$ cat config.mk
export PLATFORM = sky130hd
export DESIGN_NAME = burst_addr_gen
export DESIGN_NICKNAME = d
export VERILOG_FILES = /design/src/rtl/burst_addr_pkg.sv /design/src/rtl/burst_cmd_decode.sv /design/src/rtl/burst_offset_gen.sv /design/src/rtl/burst_seq_core.sv /design/src/rtl/burst_addr_gen.sv
export SDC_FILE = /design/constraint.sdc
export NUM_CORES = 1
export LEC_CHECK = 0
export BUFFER_PORTS_ARGS = -buffer_cell sky130_fd_sc_hd__buf_2
export CAP_MARGIN = 20
export CORE_MARGIN = 4
export CORE_UTILIZATION = 35
export DETAILED_ROUTE_END_ITERATION = 8
export SYNTH_ARGS = -nofsm -noshare
export SYNTH_HDL_FRONTEND = slang
export SYNTH_SLANG_ARGS = --single-unit
export TNS_END_PERCENT = 5
$ cat constraint.sdc
create_clock -name clk -period 1.58 [get_ports clk]
set_input_delay 0.316 -clock clk [delete_from_list [all_inputs] [get_ports clk]]
set_output_delay 0.316 -clock clk [all_outputs]
set_load 0.05 [all_outputs]
$ cat src/rtl/burst_addr_pkg.sv
package burst_addr_pkg;

    // Decoded per-edge command, priority stall > deselect > load > advance
    typedef enum logic [1:0] {
        CMD_HOLD  = 2'd0,
        CMD_DESEL = 2'd1,
        CMD_LOAD  = 2'd2,
        CMD_ADV   = 2'd3
    } burst_cmd_e;

    typedef enum logic {
        ORDER_LINEAR     = 1'b0,
        ORDER_INTERLEAVE = 1'b1
    } burst_order_e;

endpackage

$ cat src/rtl/burst_cmd_decode.sv
module burst_cmd_decode
    import burst_addr_pkg::*;
(
    input  logic       stall_i,
    input  logic       sel_i,
    input  logic       advance_i,
    output burst_cmd_e cmd_o
);

    always_comb begin
        if (stall_i) begin
            cmd_o = CMD_HOLD;
        end else if (!sel_i) begin
            cmd_o = CMD_DESEL;
        end else if (!advance_i) begin
            cmd_o = CMD_LOAD;
        end else begin
            cmd_o = CMD_ADV;
        end
    end

endmodule

$ cat src/rtl/burst_offset_gen.sv
module burst_offset_gen
    import burst_addr_pkg::*;
#(
    parameter int OFS_W = 2
) (
    input  burst_order_e     order_i,
    input  logic [OFS_W-1:0] start_i,
    input  logic [OFS_W-1:0] beat_i,
    output logic [OFS_W-1:0] ofs_o
);

    logic [OFS_W-1:0] lin_ofs;
    logic [OFS_W-1:0] ilv_ofs;

    // Linear: wrap-around add; the width truncation gives the modulo
    assign lin_ofs = start_i + beat_i;

    // Interleaved: bitwise XOR of start and beat count
    genvar gi;
    generate
        for (gi = 0; gi < OFS_W; gi++) begin : g_ilv
            assign ilv_ofs[gi] = start_i[gi] ^ beat_i[gi];
        end
    endgenerate

    assign ofs_o = (order_i == ORDER_INTERLEAVE) ? ilv_ofs : lin_ofs;

endmodule

$ cat src/rtl/burst_seq_core.sv
module burst_seq_core
    import burst_addr_pkg::*;
#(
    parameter int ADDR_W = 20,
    parameter int OFS_W  = 2
) (
    input  logic              clk,
    input  logic              rst_n,
    input  burst_cmd_e        cmd_i,
    input  logic [ADDR_W-1:0] ext_addr_i,
    input  logic [OFS_W-1:0]  nxt_ofs_i,
    output logic [OFS_W-1:0]  start_o,
    output logic [OFS_W-1:0]  nxt_beat_o,
    output logic [ADDR_W-1:0] addr_o,
    output logic              valid_o,
    output logic              cont_o
);

    localparam int HI_W = ADDR_W - OFS_W;

    typedef struct packed {
        logic [ADDR_W-1:0] addr;
        logic [OFS_W-1:0]  start;
        logic [OFS_W-1:0]  beat;
        logic              valid;
        logic              cont;
    } seq_state_t;

    seq_state_t st_d, st_q;

    assign nxt_beat_o = st_q.beat + 1'b1;
    assign start_o    = st_q.start;

    always_comb begin
        st_d = st_q;
        unique case (cmd_i)
            CMD_HOLD: begin
                st_d = st_q;
            end
            CMD_DESEL: begin
                st_d.valid = 1'b0;
                st_d.cont  = 1'b0;
            end
            CMD_LOAD: begin
                st_d.addr  = ext_addr_i;
                st_d.start = ext_addr_i[OFS_W-1:0];
                st_d.beat  = '0;
                st_d.valid = 1'b1;
                st_d.cont  = 1'b0;
            end
            CMD_ADV: begin
                if (st_q.valid) begin
                    st_d.addr  = {st_q.addr[ADDR_W-1:OFS_W], nxt_ofs_i};
                    st_d.beat  = nxt_beat_o;
                    st_d.cont  = 1'b1;
                end else begin
                    st_d.cont  = 1'b0;
                end
            end
            default: st_d = st_q;
        endcase
    end

    always_ff @(posedge clk or negedge rst_n) begin
        if (!rst_n) begin
            st_q <= '0;
        end else begin
            st_q <= st_d;
        end
    end

    assign addr_o  = st_q.addr;
    assign valid_o = st_q.valid;
    assign cont_o  = st_q.cont;

    p_load_capture_r2: assert property (@(posedge clk) disable iff (!rst_n)
        cmd_i == CMD_LOAD |=> (addr_o == $past(ext_addr_i)) && valid_o && !cont_o);

    p_upper_fixed_r3: assert property (@(posedge clk) disable iff (!rst_n)
        (cmd_i == CMD_ADV && valid_o)
        |=> (addr_o[ADDR_W-1:OFS_W] == $past(addr_o[ADDR_W-1:OFS_W])) && cont_o);

    p_stall_hold_r7: assert property (@(posedge clk) disable iff (!rst_n)
        cmd_i == CMD_HOLD |=> $stable(addr_o) && $stable(valid_o) && $stable(cont_o));

    p_desel_drop_r8: assert property (@(posedge clk) disable iff (!rst_n)
        cmd_i == CMD_DESEL |=> !valid_o && !cont_o);

    p_idle_adv_r9: assert property (@(posedge clk) disable iff (!rst_n)
        (cmd_i == CMD_ADV && !valid_o) |=> !valid_o);

    p_cont_needs_valid_r10: assert property (@(posedge clk) disable iff (!rst_n)
        cont_o |-> valid_o);

    initial begin
        a_width_r3: assert (HI_W >= 0);
    end

endmodule

$ cat src/rtl/burst_addr_gen.sv
module burst_addr_gen
    import burst_addr_pkg::*;
#(
    parameter int ADDR_W = 20,
    parameter int OFS_W  = 2
) (
    input  logic              clk,
    input  logic              rst_n,
    input  logic              stall_i,
    input  logic              sel_i,
    input  logic              advance_i,
    input  logic              order_mode_i,
    input  logic [ADDR_W-1:0] ext_addr_i,
    output logic [ADDR_W-1:0] addr_o,
    output logic              addr_valid_o,
    output logic              burst_cont_o
);

    burst_cmd_e       cmd;
    burst_order_e     order;
    logic [OFS_W-1:0] start_ofs;
    logic [OFS_W-1:0] nxt_beat;
    logic [OFS_W-1:0] nxt_ofs;

    assign order = burst_order_e'(order_mode_i);

    burst_cmd_decode u_dec (
        .stall_i   (stall_i),
        .sel_i     (sel_i),
        .advance_i (advance_i),
        .cmd_o     (cmd)
    );

    burst_offset_gen #(.OFS_W(OFS_W)) u_ofs (
        .order_i (order),
        .start_i (start_ofs),
        .beat_i  (nxt_beat),
        .ofs_o   (nxt_ofs)
    );

    burst_seq_core #(.ADDR_W(ADDR_W), .OFS_W(OFS_W)) u_core (
        .clk        (clk),
        .rst_n      (rst_n),
        .cmd_i      (cmd),
        .ext_addr_i (ext_addr_i),
        .nxt_ofs_i  (nxt_ofs),
        .start_o    (start_ofs),
        .nxt_beat_o (nxt_beat),
        .addr_o     (addr_o),
        .valid_o    (addr_valid_o),
        .cont_o     (burst_cont_o)
    );

endmodule

## Word level (Yosys, flattened, before mapping)

Index checks and enable logic that the tools add are counted.

| operators by class | value |
|---|---|
| add/sub/neg operators | 2 |
| muxes and demuxes | 11 |
| equal/unequal tests | 4 |
| bitwise operators | 3 |
| reductions and logical operators | 6 |

Operators with widths:

| cell | count |
|---|---|
| case mux 20 bit (2 select lines) | 1 |
| 2-to-1 mux 2 bit | 5 |
| equality test 2 bit, second input constant | 2 |
| case mux 1 bit (2 select lines) | 2 |
| case mux 2 bit (2 select lines) | 1 |
| AND reduction 2 bit | 2 |
| nonzero test 2 bit | 2 |
| adder 2 x 1 -> 2 bit, second input constant | 1 |
| adder 2 bit | 1 |
| equality test 2 x 1 -> 1 bit, second input constant | 1 |
| logical NOT 2 bit | 1 |
| 2-to-1 mux 1 bit | 2 |
| != test 2 x 1 -> 1 bit, second input constant | 1 |
| OR reduction 2 bit | 1 |
| bitwise XOR 1 bit | 2 |
| inverter 1 bit | 1 |

| word-level totals | value |
|---|---|
| flip-flop bits (word level) | 26 |
| output and inout port bits | 22 |
| logic and storage cells | 32 |

## Longest topological paths before layout

Gate-level depths: netlist of run 1.

| depth | value |
|---|---|
| word-level depth | 6 |
| gate-level depth with buffers | 8 |
| depth with buffers taken out | 7 |

## Cells and area by module

Synthesis of run 1 repeated with hierarchy kept, for this count alone.

| second synthesis, totals | value |
|---|---|
| cell total of the unflattened synthesis | 147 |
| area total of the unflattened synthesis | 1450.1 µm² |

By module, submodules not included:

| module | area each (µm²) | times used | cells an instance |
|---|---|---|---|
| burst_seq_core | 1398.8 | 1 | 140 |
| burst_offset_gen | 36.3 | 1 | 4 |
| burst_cmd_decode | 15.0 | 1 | 3 |

## Worst setup path before layout of run 1

OpenSTA, ideal clock, no wires.

| path | value |
|---|---|
| path kind | input-to-reg |
| start | input port sel_i |
| end | register u_core.st_q, in the netlist u_core.addr_o[1] |
| stages on the path | 5 |
| required time | 1456 ps |
| arrival time | 1455 ps |
| setup slack | 1 ps |
| path buffers | 0 |
| library setup time | 124 ps |
| path through | nor2b_1 -> ha_1 -> mux2i_1 -> mux2i_1 -> o21ai_2 |

| on the way | value |
|---|---|
| cells in the longest elaborated chain, start to end | 5 |
| elaborated cells on any way between the ends | 8 |
| those cells by class | 3 x eq/ne; 3 x mux; 2 x reduce/logical |

RTL lines:

| element | line | source |
|---|---|---|
| start: declaration | burst_addr_gen.sv:10 | `input logic sel_i,` |
| 2-to-1 mux 2 bit * | burst_cmd_decode.sv:13 | `end else if (!sel_i) begin` |
| 2-to-1 mux 2 bit * | burst_cmd_decode.sv:11 | `if (stall_i) begin` |
| equality test 2 bit | burst_seq_core.sv:36 | `unique case (cmd_i)` |
| != test 2 x 1 -> 1 bit (no line) / nonzero test 2 bit (equally long branches) | - |  |
| AND reduction 2 bit (no line) | - |  |
| end signal: assignment | burst_seq_core.sv:68 | `st_q <= st_d;` |
| end: declaration | burst_seq_core.sv:29 | `seq_state_t st_d, st_q;` |

Every way passes the cells marked *; elsewhere a longest branch is shown, timed or not. The select of a mux whose other input is x is not followed.
A chain may end at the register's enable or synchronous reset.

## Worst setup path in the final report of run 1

Ends and elaborated chain as after synthesis.

==> impl_metrics.toml, run 1 <==
[status]
outcome = "finished clean"

[final_layout]
finish.instance_area_um2 = 1599
antenna_cells = 0
final_common_cell = "buf_2"
nets = 208
final_util_pct = 42.71
fin_cells = 223
area_growth_pct = 16.08
mostFrequentLayoutCells = "buf_2 (47), dfrtp_1 (26), inv_1 (22)"
drive_gt1_share_pct = 36.00

[die]
initial_core_util_pct = 36.80
fp.dieW_um = 70.74
coreArea_um2 = 3744
die_h_um = 70.74
row_count = 22
ioPinCount = 48
die_area_um2 = 5003

[placement]
dp_hpwl_um = 2085
pre_cts_ws_ns = -0.1501
dpl.cell_count = 220
routabilityCongestion = 0.7352
port_buffers = 47
placed_area_um2 = 1558

[timing]
fin_ws_ns = 0.1568
setup_viol = 0
timing.hold.ws_ns = 0.04450
rsz0062_at_grt = "false"
final_max_slew_viol_count = 0
tightestPinTransition_ns = 0.5689
finClkSkew_ns = 0.003588
period_share_pct = 90.07
fin_crit_ns = 1.423
clock.fmax_mhz = 702.7
fin_setup_tns_ns = 0
hold_violations = 0
slew_headroom_pct = 62.08

[pwr]
leakage_nw = 0.8494
power_mw = 1.883
seq_power_share_pct = 44.4
irDropWorstVdd_mv = 0.3193
pwr-share-comb_pct = 36.7
intPower_mw = 1.133
p_switching_uw = 749.7
p_clk_share_pct = 18.8
power.density_nw_per_um2 = 1178
power_switching_share_pct = 39.81

[clock_network]
clk_path_buf_depth = 2
cts_resized = 0
hold_buffers = 0
clk_pin_slew_ns = 0.08
htreeDepth = 1
clockRootBuffer = "clkbuf_8"
cts_sinks = 26
clkLatencyLatePin_ns = 0.26
tritoncts = "yes"
cts_made_buffers = 3
cts_setup_buffers = 0

[critical_path]
cpMostUsedCell = "mux2i_1"
end_kind = "flip-flop"
worstPathMaxFanout = 4
crit_chain = "buf_2 > a21o_1 > inv_1 > ha_1 > mux2i_1 > mux2i_1 > o21ai_2"
arrival_ns = 1.57
worst_path_largest_cell_delay_ns = 0.31
cp_slowest_cell = "mux2i_1"
critPathRequiredTime_ns = 1.73
critical_path_class = "in -> reg"
cp-start-kind = "primary input"

[global_route]
grt_pass1_vias = 977
grt_max_degree = 27
grt_pass1_wl_um = 4450
overflow = 0
track_usage_pct = 10.98
antenna_found_initial = 0

[detailed_routing]
avgViaCountPerCell = 4.274
dr_total_vias = 953
drtIter0Drc = 36
drc = 0
avgRoutedWirePerCell_um = 11.48
drtAntennaViolNets = 0
drtPass1Iterations = 2
drt-total-wl_um = 2561

[synth]
synth.avg_cell_area_um2 = 9.701
syn-num-nets = 173
yosysSeqAreaShare_pct = 47.23
yosys_warnings = 0
ys_types = 21
syn_inst = 142
synth_seq_cells = 26
syn_area_um2 = 1378

[min_path]
hold_class = "in -> async"

[run]
drv_cap = 0
-- path summary, 6_finish.rpt --
kind / from / to / slack, ns / depth (start not counted)
hold / removal: rst_n / u_core.addr_o[10] / 0.04 / 1
setup reg to reg: u_core.st_q[2] / u_core.addr_o[1] / 0.24 / 5
setup / recovery: sel_i / u_core.addr_o[1] / 0.16 / 7
min in group clk: ext_addr_i[6] / u_core.addr_o[6] / 0.26 / 3
hold reg to reg: u_core.cont_o / u_core.cont_o / 0.49 / 2
max in group asynchronous: rst_n / u_core.addr_o[8] / 1.16 / 1
-- layer usage --
layer,track usage (%),share of wire (%),wire length (µm),vias up
met3,3.125,8.9,228,2
met5,0,0,0,-
li1,-,-,-,488
met1,13.34,44,1134,433
met2,18.33,46,1175,30
met4,4.384,0.90,23,0
-- kinds of logic (layout without fill, tap and decap cells) --
family,Yosys count,in the layout,share of synthesized area [%]
XOR/XNOR,3,3,2.907
buffers and inverters,48,81,19.25
flip-flops,26,26,47.23
multiplexers,6,6,4.632
AND/OR/NAND/NOR,30,30,12.08
AO/OA/AOI/OAI,24,24,9.355
adder cells (fa/ha/maj),5,5,4.541
-- cells in the mapped netlist --
master	count	area, µm²
nor2b_1	4	25.02
mux2i_1	3	30.03
clkbuf_1	2	7.510
buf_2	2	10.01
nand2_1	14	52.55
buf_6	1	11.26
buf_1	1	3.750
o21ai_2	1	8.760
mux2_2	3	33.78
nand3b_1	10	75.07
nand2b_1	1	6.260
o21ai_0	21	105.1
a21o_1	2	15.01
ha_1	5	62.56
xor2_1	1	8.760
dfrtp_1	26	650.6
nor3b_1	1	7.510
xnor2_1	1	8.760
buf_4	20	150.1
inv_1	22	82.58
xnor3_1	1	22.52
-- critical path: cells and delay by family --
family	cells	cell delay, ns
multiplexers	2	0.56
AO/OA/AOI/OAI	2	0.28
adder cells (fa/ha/maj)	1	0.23
buffers and inverters	2	0.19
-- state kept, by name, summed over array words and instances, names as in the netlist --
signal / count
u_core.st_q: 2
u_core.valid_o: 1
u_core.start_o: 2
u_core.addr_o: 20
u_core.cont_o: 1
-- final cells by class --
type / instances / area (µm²)
Inverter: 22 / 82.58
Tap cell: 48 / 60.06
Clock buffer: 3 / 41.29
Sequential cell: 26 / 650.6
Fill cell: 407 / 2145
Multi-Input combinational cell: 68 / 461.7
Timing Repair Buffer: 56 / 302.8
-- power by group through the flow --
stage / sequential, mW / clock, mW / combinational [mW]
final: 0.837 / 0.354 / 0.692
after global routing: 0.853 / 0.397 / 0.749
after CTS: 0.840 / 0.374 / 0.703
after detailed placement: 0.854 / 0 / 0.701
after global placement: 0.846 / 0 / 0.693
after floorplan: 0.848 / 0 / 0.643
Power figures use the tool's default switching activity.
==> run 2: changes to the inputs <==
- ABC_AREA: unset -> 1
==> impl_metrics.toml, run 2 <==
[status]
outcome = "finished clean"

[clock_network]
clk_pin_slew_ns = 0.14
clk_path_buf_depth = 2
tritoncts = "yes"
cts_made_buffers = 3
htreeDepth = 1
cts_sinks = 26
hold_buffers = 1
clockRootBuffer = "clkbuf_4"
cts_resized = 0
clkLatencyLatePin_ns = 0.32
cts_setup_buffers = 0

[synth]
synth_top_area_share_pct = 51.54
synth_seq_cells = 26
yosys.area.top_type = "dfrtp_1"
syn_inst = 121
yosysSeqAreaShare_pct = 51.54
synth-async-reset-ratio_pct = 100.0
synth.avg_cell_area_um2 = 10.43
synth_commonest_cells = "dfrtp_1 (26), nand2_1 (21), buf_4 (20), a22o_1 (18), inv_1 (10)"
synthFlopType = "dfrtp_1"
syn_area_um2 = 1262
yosysMostFrequentCell = "dfrtp_1"
syn-num-nets = 152
synthTopCellsByArea = "dfrtp_1 (52%), a22o_1 (12%), buf_4 (12%)"
ys_types = 16
synth_edf_count = 0
yosys_warnings = 0

[timing]
tightestPinTransition_ns = 0.5692
final_max_slew_viol_count = 0
rsz0062_at_grt = "false"
clock.fmax_mhz = 709.3
setup_viol = 0
period_share_pct = 89.23
fin_ws_ns = 0.1702
finClkSkew_ns = 0.0005408
hold_violations = 0
slew_headroom_pct = 62.05
fin_crit_ns = 1.410

[placement]
pre_cts_ws_ns = -0.1307
routabilityCongestion = 0.8279
port_buffers = 47
placed_area_um2 = 1419
dp_hpwl_um = 1877
dpl.cell_count = 194

[final_layout]
antenna_cells = 0
largest_reg_flops = 20
area_growth_pct = 17.34
final_util_pct = 43.37
mostFrequentLayoutCells = "buf_2 (47), dfrtp_1 (26), nand2_1 (21)"
nets = 185
final_common_cell = "buf_2"
finish.instance_area_um2 = 1481
drive_gt1_share_pct = 39.22
fin_cells = 199

[global_route]
antenna_found_initial = 0
grt_pass1_vias = 929
track_usage_pct = 12.13
grt_pass1_wl_um = 4229
grt_max_degree = 27
overflow = 0

[detailed_routing]
avgViaCountPerCell = 4.523
avgRoutedWirePerCell_um = 12.50
drc = 0
dr_total_vias = 900
drtAntennaViolNets = 0
drtPass1Iterations = 4
drtIter0Drc = 46
drt-total-wl_um = 2488

[critical_path]
critical_path_class = "reg -> out"
crit_chain = "buf_2"
cp-start-kind = "flip-flop"
cp_slowest_cell = "dfrtp_1"
worstPathMaxFanout = 5
arrival_ns = 1.09
critPathRequiredTime_ns = 1.26
worst_path_largest_cell_delay_ns = 0.47
cp_top_family = "flip-flops"
end_kind = "primary output"
cp_num_buf_inv = 1

[pwr]
power_switching_share_pct = 37.62
irDropWorstVdd_mv = 0.3602
p_switching_uw = 729.9
p_clk_share_pct = 23.5
power.density_nw_per_um2 = 1310
leakage_nw = 0.7975
intPower_mw = 1.210
pwr-share-comb_pct = 34.0
seq_power_share_pct = 42.4

[die]
coreArea_um2 = 3416
fp.dieW_um = 68.06
die_area_um2 = 4632
initial_core_util_pct = 36.96
ioPinCount = 48
die_h_um = 68.06
row_count = 21

[min_path]
hold_class = "in -> reg"

[run]
drv_cap = 0
==> run 2: cell count changes after synthesis, sizes merged, moves of 3 or more <==
cell    delta
a22o      +18
o21ai     -15
inv       -10
nand3b    -10
nand2      +7
nor2       +4
nor2b      -4
mux2       -3
mux2i      -3
nand3      +3
==> run 2: final cells by class <==
class                      instances  area (µm²)
tap                               46       57.56
sequential                        26       650.6
clock buffer                       3       22.52
inverter                          12       45.04
clock inverter                     1       30.03
timing repair buffer              51       280.3
multi-input combinational         60       395.4
fill                             338        1934
==> run 2: routing by layer <==
metal / wire length [µm] / vias to the layer above / GRT usage [%] / part of all wire [%]
li1: - / 447 / - / -
met1: 1133 / 427 / 15.36 / 46
met2: 1177 / 24 / 20.46 / 47
met3: 140 / 2 / 1.314 / 5.6
met4: 36 / 0 / 5.955 / 1.4
met5: 0 / - / 0 / 0
==> run 2: cell families after synthesis <==
kind of cell    Yosys count  share of synthesized area (%)
buf+inv                  35                          17.15
simple gates             28                          9.416
fa+ha+maj                 5                          4.955
compound gates           27                          16.95
flops                    26                          51.54
==> run 2: worst paths after layout <==
check,start,end,slack [ns],cells after the start
setup reg to reg,u_core.st_q[2],u_core.addr_o[1],0.41,9
hold / removal,ext_addr_i[5],u_core.addr_o[5],0.20,2
max in group asynchronous,rst_n,u_core.valid_o,0.68,2
setup / recovery,u_core.valid_o,addr_valid_o,0.17,1
min in group asynchronous,rst_n,u_core.cont_o,0.53,2
hold reg to reg,u_core.addr_o[1],u_core.addr_o[1],0.51,2
==> run 2: through the flow <==
step / TNS, ns / hold slack [ns] / total power, mW
floorplan: 0 / 0.02041 / 1.450
global placement: -0.1208 / 0.3431 / 1.493
detailed placement: -1.804 / 0.3579 / 1.503
CTS: 0 / 0.1887 / 1.964
global route: 0 / 0.1859 / 2.035
finish: 0 / 0.2028 / 1.940
==> run 2: power groups by stage <==
stage	sequential (mW)	combinational, mW	clock (mW)
6_report	0.823	0.661	0.456
5_1_grt	0.838	0.710	0.487
3_5_place_dp	0.839	0.664	0
2_1_floorplan	0.836	0.613	0
3_3_place_gp	0.836	0.658	0
4_1_cts	0.825	0.669	0.470
